## src/rtl/erp_pkg.sv

```systemverilog
// Shared types for the evicted-address reuse predictor.
package erp_pkg;
    // Insert position handed back to the cache for a missed block.
    typedef enum logic {
        POS_LRU = 1'b0,
        POS_MRU = 1'b1
    } ins_pos_e;
endpackage

```

## src/rtl/erp_hash.sv

```systemverilog
// XOR-fold hash of a block address onto a vector index.
// SEL = 0 folds the address as is; SEL = 1 folds its bit-reversed form.
// Assumes ADDR_W >= IDX_W.
module erp_hash #(
    parameter int ADDR_W = 32,
    parameter int IDX_W  = 10,
    parameter int SEL    = 0
) (
    input  logic [ADDR_W-1:0] addr,
    output logic [IDX_W-1:0]  idx
);
    logic [ADDR_W-1:0] src;

    generate
        if (SEL == 0) begin : g_direct
            // Purpose: use the address bits unchanged.
            assign src = addr;
        end else begin : g_reversed
            // Purpose: reverse the address bit order before folding.
            for (genvar b = 0; b < ADDR_W; b++) begin : g_rev
                assign src[b] = addr[ADDR_W-1-b];
            end
        end
    endgenerate

    // Purpose: fold bit i of the source into index bit (i mod IDX_W).
    always_comb begin
        idx = '0;
        for (int i = 0; i < ADDR_W; i++) begin
            idx[i % IDX_W] = idx[i % IDX_W] ^ src[i];
        end
    end
endmodule

```

## src/rtl/erp_bitvec.sv

```systemverilog
// Bit vector holding the approximate evicted-address set.
// A lookup reads the registered vector, so it sees the state from before
// any set or clear issued in the same cycle. A clear wins over old contents,
// and the set bits are applied after it.
// Assumes VEC_BITS is a power of two and IDX_W = log2(VEC_BITS).
module erp_bitvec #(
    parameter int VEC_BITS = 1024,
    parameter int IDX_W    = 10
) (
    input  logic             clk,
    input  logic             rst_n,
    input  logic             clr,
    input  logic             set_en,
    input  logic [IDX_W-1:0] set_idx0,
    input  logic [IDX_W-1:0] set_idx1,
    input  logic [IDX_W-1:0] tst_idx0,
    input  logic [IDX_W-1:0] tst_idx1,
    output logic             hit
);
    logic [VEC_BITS-1:0] vec;
    logic [VEC_BITS-1:0] vec_n;

    // Purpose: clear first, then set both hashed bits of an insertion.
    always_comb begin
        vec_n = clr ? '0 : vec;
        if (set_en) begin
            vec_n[set_idx0] = 1'b1;
            vec_n[set_idx1] = 1'b1;
        end
    end

    // Purpose: hold the vector; reset empties it.
    always_ff @(posedge clk) begin
        if (!rst_n) vec <= '0;
        else        vec <= vec_n;
    end

    // Purpose: report present only when both hashed bits are set.
    assign hit = vec[tst_idx0] & vec[tst_idx1];
endmodule

```

## src/rtl/erp_clear_ctrl.sv

```systemverilog
// Bulk-clear control: counts insertions and, optionally, MRU decisions.
// A clear is raised when an insertion arrives with the insertion count at
// CAPACITY, or when an MRU decision arrives with the priority count at
// CACHE_BLOCKS-1 (only if PRIO_CLEAR_EN). A clear resets both counters,
// and an insertion in the same cycle then counts as the first one.
module erp_clear_ctrl #(
    parameter int CAPACITY      = 128,
    parameter int CACHE_BLOCKS  = 256,
    parameter bit PRIO_CLEAR_EN = 1'b1,
    localparam int CNT_W        = $clog2(CAPACITY + 1),
    localparam int HP_W         = $clog2(CACHE_BLOCKS + 1)
) (
    input  logic             clk,
    input  logic             rst_n,
    input  logic             ins_en,
    input  logic             mru_ins,
    output logic             clr,
    output logic [CNT_W-1:0] ins_cnt,
    output logic [HP_W-1:0]  hp_cnt
);
    logic full_hit;
    logic hp_hit;

    assign full_hit = ins_en && (ins_cnt == CNT_W'(CAPACITY));
    assign clr      = full_hit || hp_hit;

    // Purpose: count insertions since the last clear.
    always_ff @(posedge clk) begin
        if (!rst_n)   ins_cnt <= '0;
        else if (clr) ins_cnt <= CNT_W'(ins_en);
        else          ins_cnt <= ins_cnt + CNT_W'(ins_en);
    end

    generate
        if (PRIO_CLEAR_EN) begin : g_prio
            assign hp_hit = mru_ins && (hp_cnt == HP_W'(CACHE_BLOCKS - 1));

            // Purpose: count MRU decisions since the last clear.
            always_ff @(posedge clk) begin
                if (!rst_n)   hp_cnt <= '0;
                else if (clr) hp_cnt <= '0;
                else          hp_cnt <= hp_cnt + HP_W'(mru_ins);
            end
        end else begin : g_no_prio
            assign hp_hit = 1'b0;
            assign hp_cnt = '0;
        end
    endgenerate
endmodule

```

## src/rtl/erp_bimodal.sv

```systemverilog
// Bimodal insertion selector for low-reuse misses: it picks MRU once every
// PERIOD advances. The counter is free-running and is not touched by bulk
// clears. Assumes PERIOD >= 2.
module erp_bimodal #(
    parameter int PERIOD  = 32,
    localparam int BW     = $clog2(PERIOD)
) (
    input  logic          clk,
    input  logic          rst_n,
    input  logic          adv,
    output logic          pick_mru,
    output logic [BW-1:0] cnt
);
    assign pick_mru = (cnt == BW'(PERIOD - 1));

    // Purpose: advance once per low-reuse miss, wrapping at PERIOD-1.
    always_ff @(posedge clk) begin
        if (!rst_n)       cnt <= '0;
        else if (adv)     cnt <= pick_mru ? '0 : cnt + 1'b1;
    end
endmodule

```

## src/rtl/evict_reuse_predictor.sv

```systemverilog
// Evicted-address reuse predictor. Evictions are written into a
// two-hash bit vector. Misses are looked up and return, one cycle later,
// an MRU/LRU insert decision: MRU when the address is present, otherwise
// the bimodal choice. The vector is cleared in bulk by erp_clear_ctrl.
// Assumes at most one eviction and one miss per cycle.
module evict_reuse_predictor
    import erp_pkg::*;
#(
    parameter int ADDR_W        = 32,
    parameter int VEC_BITS      = 1024,
    parameter int CAPACITY      = 128,
    parameter int CACHE_BLOCKS  = 256,
    parameter int BIP_PERIOD    = 32,
    parameter bit PRIO_CLEAR_EN = 1'b1
) (
    input  logic              clk,
    input  logic              rst_n,
    input  logic              evict_valid,
    input  logic [ADDR_W-1:0] evict_addr,
    input  logic              miss_valid,
    input  logic [ADDR_W-1:0] miss_addr,
    output logic              decision_valid,
    output logic              decision_mru
);
    localparam int IDX_W = $clog2(VEC_BITS);
    localparam int CNT_W = $clog2(CAPACITY + 1);
    localparam int HP_W  = $clog2(CACHE_BLOCKS + 1);
    localparam int BW    = $clog2(BIP_PERIOD);

    logic [IDX_W-1:0] idx [2][2];   // [port: 0 evict, 1 miss][hash]
    logic             miss_hit;
    logic             pick_mru;
    logic             low_reuse;
    logic             mru_dec;
    logic             clr;
    logic [CNT_W-1:0] ins_cnt;
    logic [HP_W-1:0]  hp_cnt;
    logic [BW-1:0]    bip_cnt;
    ins_pos_e         pos_q;

    // Two hashes on each of the two address ports.
    generate
        for (genvar p = 0; p < 2; p++) begin : g_port
            for (genvar h = 0; h < 2; h++) begin : g_hash
                erp_hash #(
                    .ADDR_W(ADDR_W),
                    .IDX_W (IDX_W),
                    .SEL   (h)
                ) u_hash (
                    .addr(p == 0 ? evict_addr : miss_addr),
                    .idx (idx[p][h])
                );
            end
        end
    endgenerate

    erp_bitvec #(
        .VEC_BITS(VEC_BITS),
        .IDX_W   (IDX_W)
    ) u_vec (
        .clk     (clk),
        .rst_n   (rst_n),
        .clr     (clr),
        .set_en  (evict_valid),
        .set_idx0(idx[0][0]),
        .set_idx1(idx[0][1]),
        .tst_idx0(idx[1][0]),
        .tst_idx1(idx[1][1]),
        .hit     (miss_hit)
    );

    assign low_reuse = miss_valid && !miss_hit;
    assign mru_dec   = miss_valid && (miss_hit || pick_mru);

    erp_bimodal #(
        .PERIOD(BIP_PERIOD)
    ) u_bip (
        .clk     (clk),
        .rst_n   (rst_n),
        .adv     (low_reuse),
        .pick_mru(pick_mru),
        .cnt     (bip_cnt)
    );

    erp_clear_ctrl #(
        .CAPACITY     (CAPACITY),
        .CACHE_BLOCKS (CACHE_BLOCKS),
        .PRIO_CLEAR_EN(PRIO_CLEAR_EN)
    ) u_clr (
        .clk    (clk),
        .rst_n  (rst_n),
        .ins_en (evict_valid),
        .mru_ins(mru_dec),
        .clr    (clr),
        .ins_cnt(ins_cnt),
        .hp_cnt (hp_cnt)
    );

    // Purpose: register the decision one cycle after the miss.
    always_ff @(posedge clk) begin
        if (!rst_n) begin
            decision_valid <= 1'b0;
            pos_q          <= POS_LRU;
        end else begin
            decision_valid <= miss_valid;
            pos_q          <= (miss_hit || pick_mru) ? POS_MRU : POS_LRU;
        end
    end

    assign decision_mru = (pos_q == POS_MRU);
endmodule

```

## config.mk

```make
export PLATFORM = sky130hd
export DESIGN_NAME = evict_reuse_predictor
export DESIGN_NICKNAME = d
export VERILOG_FILES = /design/src/rtl/erp_pkg.sv /design/src/rtl/erp_hash.sv /design/src/rtl/erp_bitvec.sv /design/src/rtl/erp_clear_ctrl.sv /design/src/rtl/erp_bimodal.sv /design/src/rtl/evict_reuse_predictor.sv
export SDC_FILE = /design/constraint.sdc
export NUM_CORES = 2
export LEC_CHECK = 0
export BUFFER_PORTS_ARGS = -buffer_cell sky130_fd_sc_hd__buf_2
export CORE_MARGIN = 5
export CORE_UTILIZATION = 48
export CTS_CLUSTER_SIZE = 28
export DETAILED_ROUTE_END_ITERATION = 8
export SLEW_MARGIN = 20
export SYNTH_ARGS = -nofsm -noshare
export SYNTH_HDL_FRONTEND = slang
export SYNTH_SLANG_ARGS = --single-unit
```

## constraint.sdc

```tcl
create_clock -name clk -period 7.15 [get_ports clk]
set_clock_uncertainty 0.05 [all_clocks]
set_input_delay 1.0725 -clock clk [delete_from_list [all_inputs] [get_ports clk]]
set_output_delay 1.0725 -clock clk [all_outputs]
set_load 0.01 [all_outputs]
```

# Yosys cells after proc, flatten, opt, wreduce, memory -nomap -nowiden
# Cells that the tools add are included.
# op_classes
n_eq_ne,3
shift,0
bitwise,92
n_reduce_logical,10
div,0
n_addsub,3
n_mux,13
magnitude_cmp,6
n_mul,0
# op_table
operator,n
1024-bit 2-to-1 mux,2
1024-bit OR,2
1-bit XOR,88
"10-bit by 11-bit < comparator with 1-bit output, second input constant",4
1-bit binary-select mux with 10-bit select,2
1-bit demux with 10-bit select,2
"10-bit by 1-bit >= comparator with 1-bit output, second input constant",2
9-bit by 1-bit adder with 9-bit output,1
"9-bit by 8-bit equality test with 1-bit output, second input constant",1
8-bit by 1-bit adder with 8-bit output,1
"8-bit equality test, second input constant",1
1-bit logical AND,6
1-bit 2-to-1 mux,6
"5-bit by 1-bit adder with 5-bit output, second input constant",1
"5-bit equality test, second input constant",1
5-bit 2-to-1 mux,1
1-bit logical OR,2
2-bit OR reduction,1
1-bit bitwise AND,1
1-bit zero test,1
1-bit NOT,1
# word_totals
latchBits,0
regBits,1048
output_inout_bits,2
n_memories,0
ramBits,0
elab_cells,134
input_bits,68
mem_bits_ro,0

# Logic depth before layout (Yosys ltp)
# depth
depth_word,14
mapped_depth,22
depth_no_buf,17

# By module
# Synthesis repeated with hierarchy kept, for this count alone.
# unflattened
cells_unflattened,7610
hier_area_um2,67646.1
# modules_own_cells
module,instances,seq_area_each_um2,area_each_um2,cells_each
erp_bitvec,1,20499.7,65794.4,7410
erp_hash,4,0.0,192.7,22
erp_clear_ctrl,1,340.3,769.5,81
erp_bimodal,1,100.1,244.0,25
evict_reuse_predictor,1,40.0,67.6,6

# Worst setup path after synthesis
# No wires, ideal clock.
# synth_path
path_type,input-to-reg
from,input port miss_addr[21]
to,register u_clr.hp_cnt[6]
slack_ns,2.014
n_path_buf,4
t_arrival_ns,4.971
setup_time_ns,0.115
required_time_ns,6.985
cell_stages,21
path_cell_list,xnor2_1 > xnor2_1 > buf_2 > buf_2 > buf_2 > buf_2 > mux2i_1 > nor3_1 > a211oi_1 > a21oi_1 > a2111oi_0 > a31oi_1 > a32o_1 > a31oi_1 > nor2_1 > ha_1 > ha_1 > nand3_1 > nor2_1 > xor2_1 > and2_1
# synth_via
elab_chain_cells,11
word_cells_on_any_way,16
cone_classes,1 x add/sub; 4 x mux; 6 x bitwise; 5 x reduce/logical
# synth_rtl
item,line,text
start: declaration,evict_reuse_predictor.sv:21,"input logic [ADDR_W-1:0] miss_addr,"
1-bit XOR (3 in a row),erp_hash.sv:30,idx[i % IDX_W] = idx[i % IDX_W] ^ src[i];
1-bit binary-select mux with 10-bit select,erp_bitvec.sv:39,assign hit = vec[tst_idx0] & vec[tst_idx1];
1-bit 2-to-1 mux (implied by the code),erp_bitvec.sv:39,
1-bit bitwise AND *,erp_bitvec.sv:39,
1-bit logical OR *,evict_reuse_predictor.sv:73,assign mru_dec = miss_valid && (miss_hit || pick_mru);
1-bit logical AND *,evict_reuse_predictor.sv:73,
"parallel branches: the longest is 3 deep, another holds 9-bit by 1-bit adder with 9-bit output",--,
end signal: assignment,erp_clear_ctrl.sv:42,else hp_cnt <= hp_cnt + HP_W'(mru_ins);
end: declaration,erp_clear_ctrl.sv:19,output logic [HP_W-1:0] hp_cnt
# Every way passes the cells marked *. The select of a mux whose other input is x is not followed.
# A chain may end at the register's enable or synchronous reset.

# Final worst setup path
# layout_path
from,input port miss_addr[10]
to,register u_vec.vec[428]
# layout_via
elab_chain_cells,14
word_cells_on_any_way,18
cone_classes,6 x mux; 8 x bitwise; 4 x reduce/logical
# layout_rtl
item,line,text
1-bit XOR (3 in a row),erp_hash.sv:30,
1-bit binary-select mux with 10-bit select,erp_bitvec.sv:39,
1-bit 2-to-1 mux (implied by the code),erp_bitvec.sv:39,
1-bit bitwise AND *,erp_bitvec.sv:39,
1-bit logical OR *,evict_reuse_predictor.sv:73,
1-bit logical AND *,evict_reuse_predictor.sv:73,
1-bit logical AND *,erp_clear_ctrl.sv:36,assign hp_hit = mru_ins && (hp_cnt == HP_W'(CACHE_BLOCKS - 1));
1-bit logical OR *,erp_clear_ctrl.sv:25,assign clr = full_hit || hp_hit;
1024-bit 2-to-1 mux *,erp_bitvec.sv:25,vec_n = clr ? '0 : vec;
1024-bit OR (no source line) (2 in a row),--,
1024-bit 2-to-1 mux *,erp_bitvec.sv:26,if (set_en) begin
end signal: assignment,erp_bitvec.sv:35,else vec <= vec_n;
end: declaration,erp_bitvec.sv:20,logic [VEC_BITS-1:0] vec;
# Every way passes the cells marked *; elsewhere a longest branch is shown, timed or not. The select of a mux whose other input is x is not followed.

==> impl_metrics.csv <==
group,metric,value,unit
clock_network,cts_setup_buffers,0,
pwr,power,16900,uW
grt,grt_max_degree,74,
place,port_buffers,69,
worst_hold_path,hold_class,"reg -> reg",
setup_path,r2r-end,"u_vec.vec[428]$_SDFF_PN0_",
timing,relSlewSlack,0.100,
cells_and_area,drive_gt1_frac,0.180,
grt,use_met3,0.219,
synth,yosys_most_used_dff,"dfxtp_1",
cells_and_area,areaGrowthSynthToFinish,15.1,%
setup_path,cp-end-kind,"flop",
clock_network,clock-root-buffer,"clkbuf_16",
synth,synth_fp_nets,5863,
setup_path,path_cells,"buf_2 > xor2_2 > xor2_4 > buf_12 > buf_12 > buf_4 > mux4_2 > nor2_1 > nor3_1 > or4_1 > o21a_1 > a221oi_1 > a211oi_2 > a31o_1 > a311oi_4 > buf_12 > buf_12 > buf_12 > a21o_1",
setup_path,worstPathRequired,7790,ps
detailed_routing,final_antenna_net_count,0,
timing,period_share,0.899,
flow_run,maxCapViolCount,0,
synth,netlist_area,54100,um2
pwr,p_sw,6070,uW
floorplan,dieArea,119000,um2
setup_path,arrival,7070,ps
place,place_hpwl,230000,um
grt,grt_use_met2,0.686,
run_status,status,"finished clean",
floorplan,io_pins,70,
detailed_routing,wl_per_cell,41.9,um
clock_network,clkSinkCount,1048,
timing,worstMarginPinSlew,1350,ps
timing,setup_ws,720,ps
grt,grt_pass1_vias,51800,
synth,avgSynthCellArea,9.34,um2
grt,antenna_found_initial,34,
setup_path,crit_family,"compound AO/OA/AOI/OAI gates",
place,globalplace.congestion,1.09,
worst_hold_path,holdPathEnd,"u_vec.vec[827]$_SDFF_PN0_",
synth,synthDistinctLibCells,71,
cells_and_area,layout.nets,5981,
synth,syn-instance-count,5789,
detailed_routing,drc,0,
floorplan,die_h,346,um
timing,setup_viol,0,
synth,postSynth.asyncResetShare,0,
synth,ys_seq_elements,1048,
place,place_ws,228,ps
detailed_routing,detail_route.vias_per_cell,7.47,
clock_network,numCtsBuffers,115,
setup_path,crit_buf_inv,7,
floorplan,coreArea,112000,um2
floorplan,start_util,0.482,
pwr,seq_power_share,0.348,
pwr,p_clk_frac,0.385,
timing,whs,404,ps
clock_network,ctsHoldBuffers,0,
setup_path,cp_max_fo,32,
clock_network,htree_levels,3,
grt,grt.busiest_layer,"met2",
timing,min_period,6430,ps
clock_network,cts_resized,0,
synth,yosys_warnings,0,
setup_path,rrSetupSlack,2160,ps
setup_path,path_common_cell,"buf_12",
grt,grtUsageMet1,0.620,
grt,grt.overflow.total,0,
grt,grt_pass1_wl,426000,um
setup_path,rr_worst_depth,14,
pwr,switching_share,0.359,
worst_hold_path,worstHoldStart,"u_vec.vec[827]$_SDFF_PN0_",
cells_and_area,fin_util,0.555,
clock_network,clock_path_buffers,3,
pwr,ir_drop,0.000242,V
cells_and_area,fillers,10300,
cells_and_area,seqCellArea,21000,um2
setup_path,worstReg2RegStart,"u_vec.vec[685]$_SDFF_PN0_",
grt,grt_use_total,0.505,
setup_path,crit_slowest_cell,"or4_1",
detailed_routing,drt_pass1_iterations,7,
setup_path,crit_type,"in -> reg",
pwr,powerDensity,272,nW/um2
timing,fmax,156,MHz
synth,synth_edf_count,0,
cells_and_area,multiInputGateArea,30900,um2
pwr,p_int,10900,uW
pwr,p_leak,0.0302,uW
setup_path,slowest_delay,650,ps
clock_network,insertion_delay,760,ps
clock_network,clk_pin_slew_worst_paths,60,ps
floorplan,fp-row-count,123,
worst_hold_path,holdPathStages,1,
floorplan,die_w,346,um
clock_network,cts_tree,"done",
detailed_routing,drtIter0Drc,10500,
synth,seq_area_frac_synth,0.388,
timing,tns,0,ps
detailed_routing,wl,315000,um
setup_path,crit_path_start_kind,"primary input",
pwr,power_frac_comb,0.267,
timing,slew_viol_final,0,
detailed_routing,vias,56200,
timing,hold_viol,0,
timing,rsz0062_at_grt,"no",
power groups by stage:
stage                     clock network, uW  registers (uW)  logic (uW)
after global routing                   6730            5890        4400
after floorplan                           0            6010        1990
after CTS                              6490            5890        4190
after global placement                    0            6020        4170
after detailed placement                  0            6020        4180
final                                  6510            5890        4520
metal layers:
metal | up-vias | routed length (um) | share of wire
li1 | 21900 | - | -
met1 | 27600 | 111000 | 0.35
met2 | 5198 | 122000 | 0.39
met3 | 1507 | 48600 | 0.15
met4 | 18 | 33600 | 0.11
met5 | - | 103 | 0.00033
cell usage after synthesis, types with 54 or more instances:
cell / instances / area, um2
a21o_1: 992 / 7450
a21oi_1: 83 / 415
a22oi_1: 228 / 1710
buf_2: 150 / 751
buf_4: 56 / 420
clkbuf_1: 218 / 818
dfxtp_1: 1048 / 21000
mux2i_1: 112 / 1120
mux4_2: 306 / 6890
nand2_1: 870 / 3270
nand3_1: 284 / 1420
nor2_1: 476 / 1790
o21ai_0: 54 / 270
o22ai_1: 293 / 1830
sequential cells by signal, summed over array words and instances (netlist names):
| name | cells |
|---|---|
| u_bip.cnt | 5 |
| u_clr.hp_cnt | 9 |
| u_vec.vec | 1024 |
| decision_mru | 1 |
| u_clr.ins_cnt | 8 |
| decision_valid | 1 |
final cells by class:
class | instances | share of cell area
clock buffer | 155 | 0.0521
tap | 1500 | 0.0302
timing repair buffer | 500 | 0.0700
clock inverter | 58 | 0.0133
inverter | 4 | 0.000241
multi-input combinational | 4238 | 0.496
sequential | 1048 | 0.337
antenna | 20 | 0.000804
cells in the final DEF, fill, tap and decap left out, types with 112 or more instances in the layout:
master     netlist  final
dfxtp_1       1048   1048
a22oi_1        228    228
o22ai_1        293    293
a21o_1         992    992
mux2i_1        112    112
buf_4           56    369
clkbuf_16        0    116
mux4_2         306    306
nor2_1         476    436
nand3_1        284    280
nand2_1        870    857
worst max-delay path by stage:
stage / cells after the start / start / slack, ps / end
after global placement: 21 / miss_addr[13] / 40 / u_clr.hp_cnt[7]$_SDFF_PP0_
after CTS: 19 / miss_addr[10] / 980 / u_vec.vec[428]$_SDFF_PN0_
after detailed placement: 19 / miss_addr[10] / 230 / u_vec.vec[149]$_SDFF_PN0_
after floorplan: 21 / miss_addr[21] / 2010 / u_clr.hp_cnt[6]$_SDFF_PP0_
after global routing: 19 / miss_addr[10] / 720 / u_vec.vec[283]$_SDFF_PN0_
final: 19 / miss_addr[10] / 720 / u_vec.vec[428]$_SDFF_PN0_
cell families (layout without fill, tap and decap cells):
group | count (synthesis) | count (layout) | synth area share
AO/OA/AOI/OAI | 1925 | 1925 | 0.258
AND/OR/NAND/NOR | 1819 | 1819 | 0.141
flip-flops | 1048 | 1048 | 0.388
buffers and inverters | 503 | 717 | 0.0471
multiplexers | 419 | 419 | 0.148
XOR/XNOR | 69 | 69 | 0.0161
adder cells (fa/ha/maj) | 6 | 6 | 0.00139
other | 0 | 20 | 0
metrics by stage:
| step | instances | cell area, um2 |
|---|---|---|
| final | 7523 | 62200 |
| after global routing | 7504 | 62200 |
| after CTS | 7503 | 62100 |
| after detailed placement | 7290 | 58100 |
| after global placement | 7290 | 58100 |
| after floorplan | 5789 | 54100 |
Power figures use the tool's default switching activity.
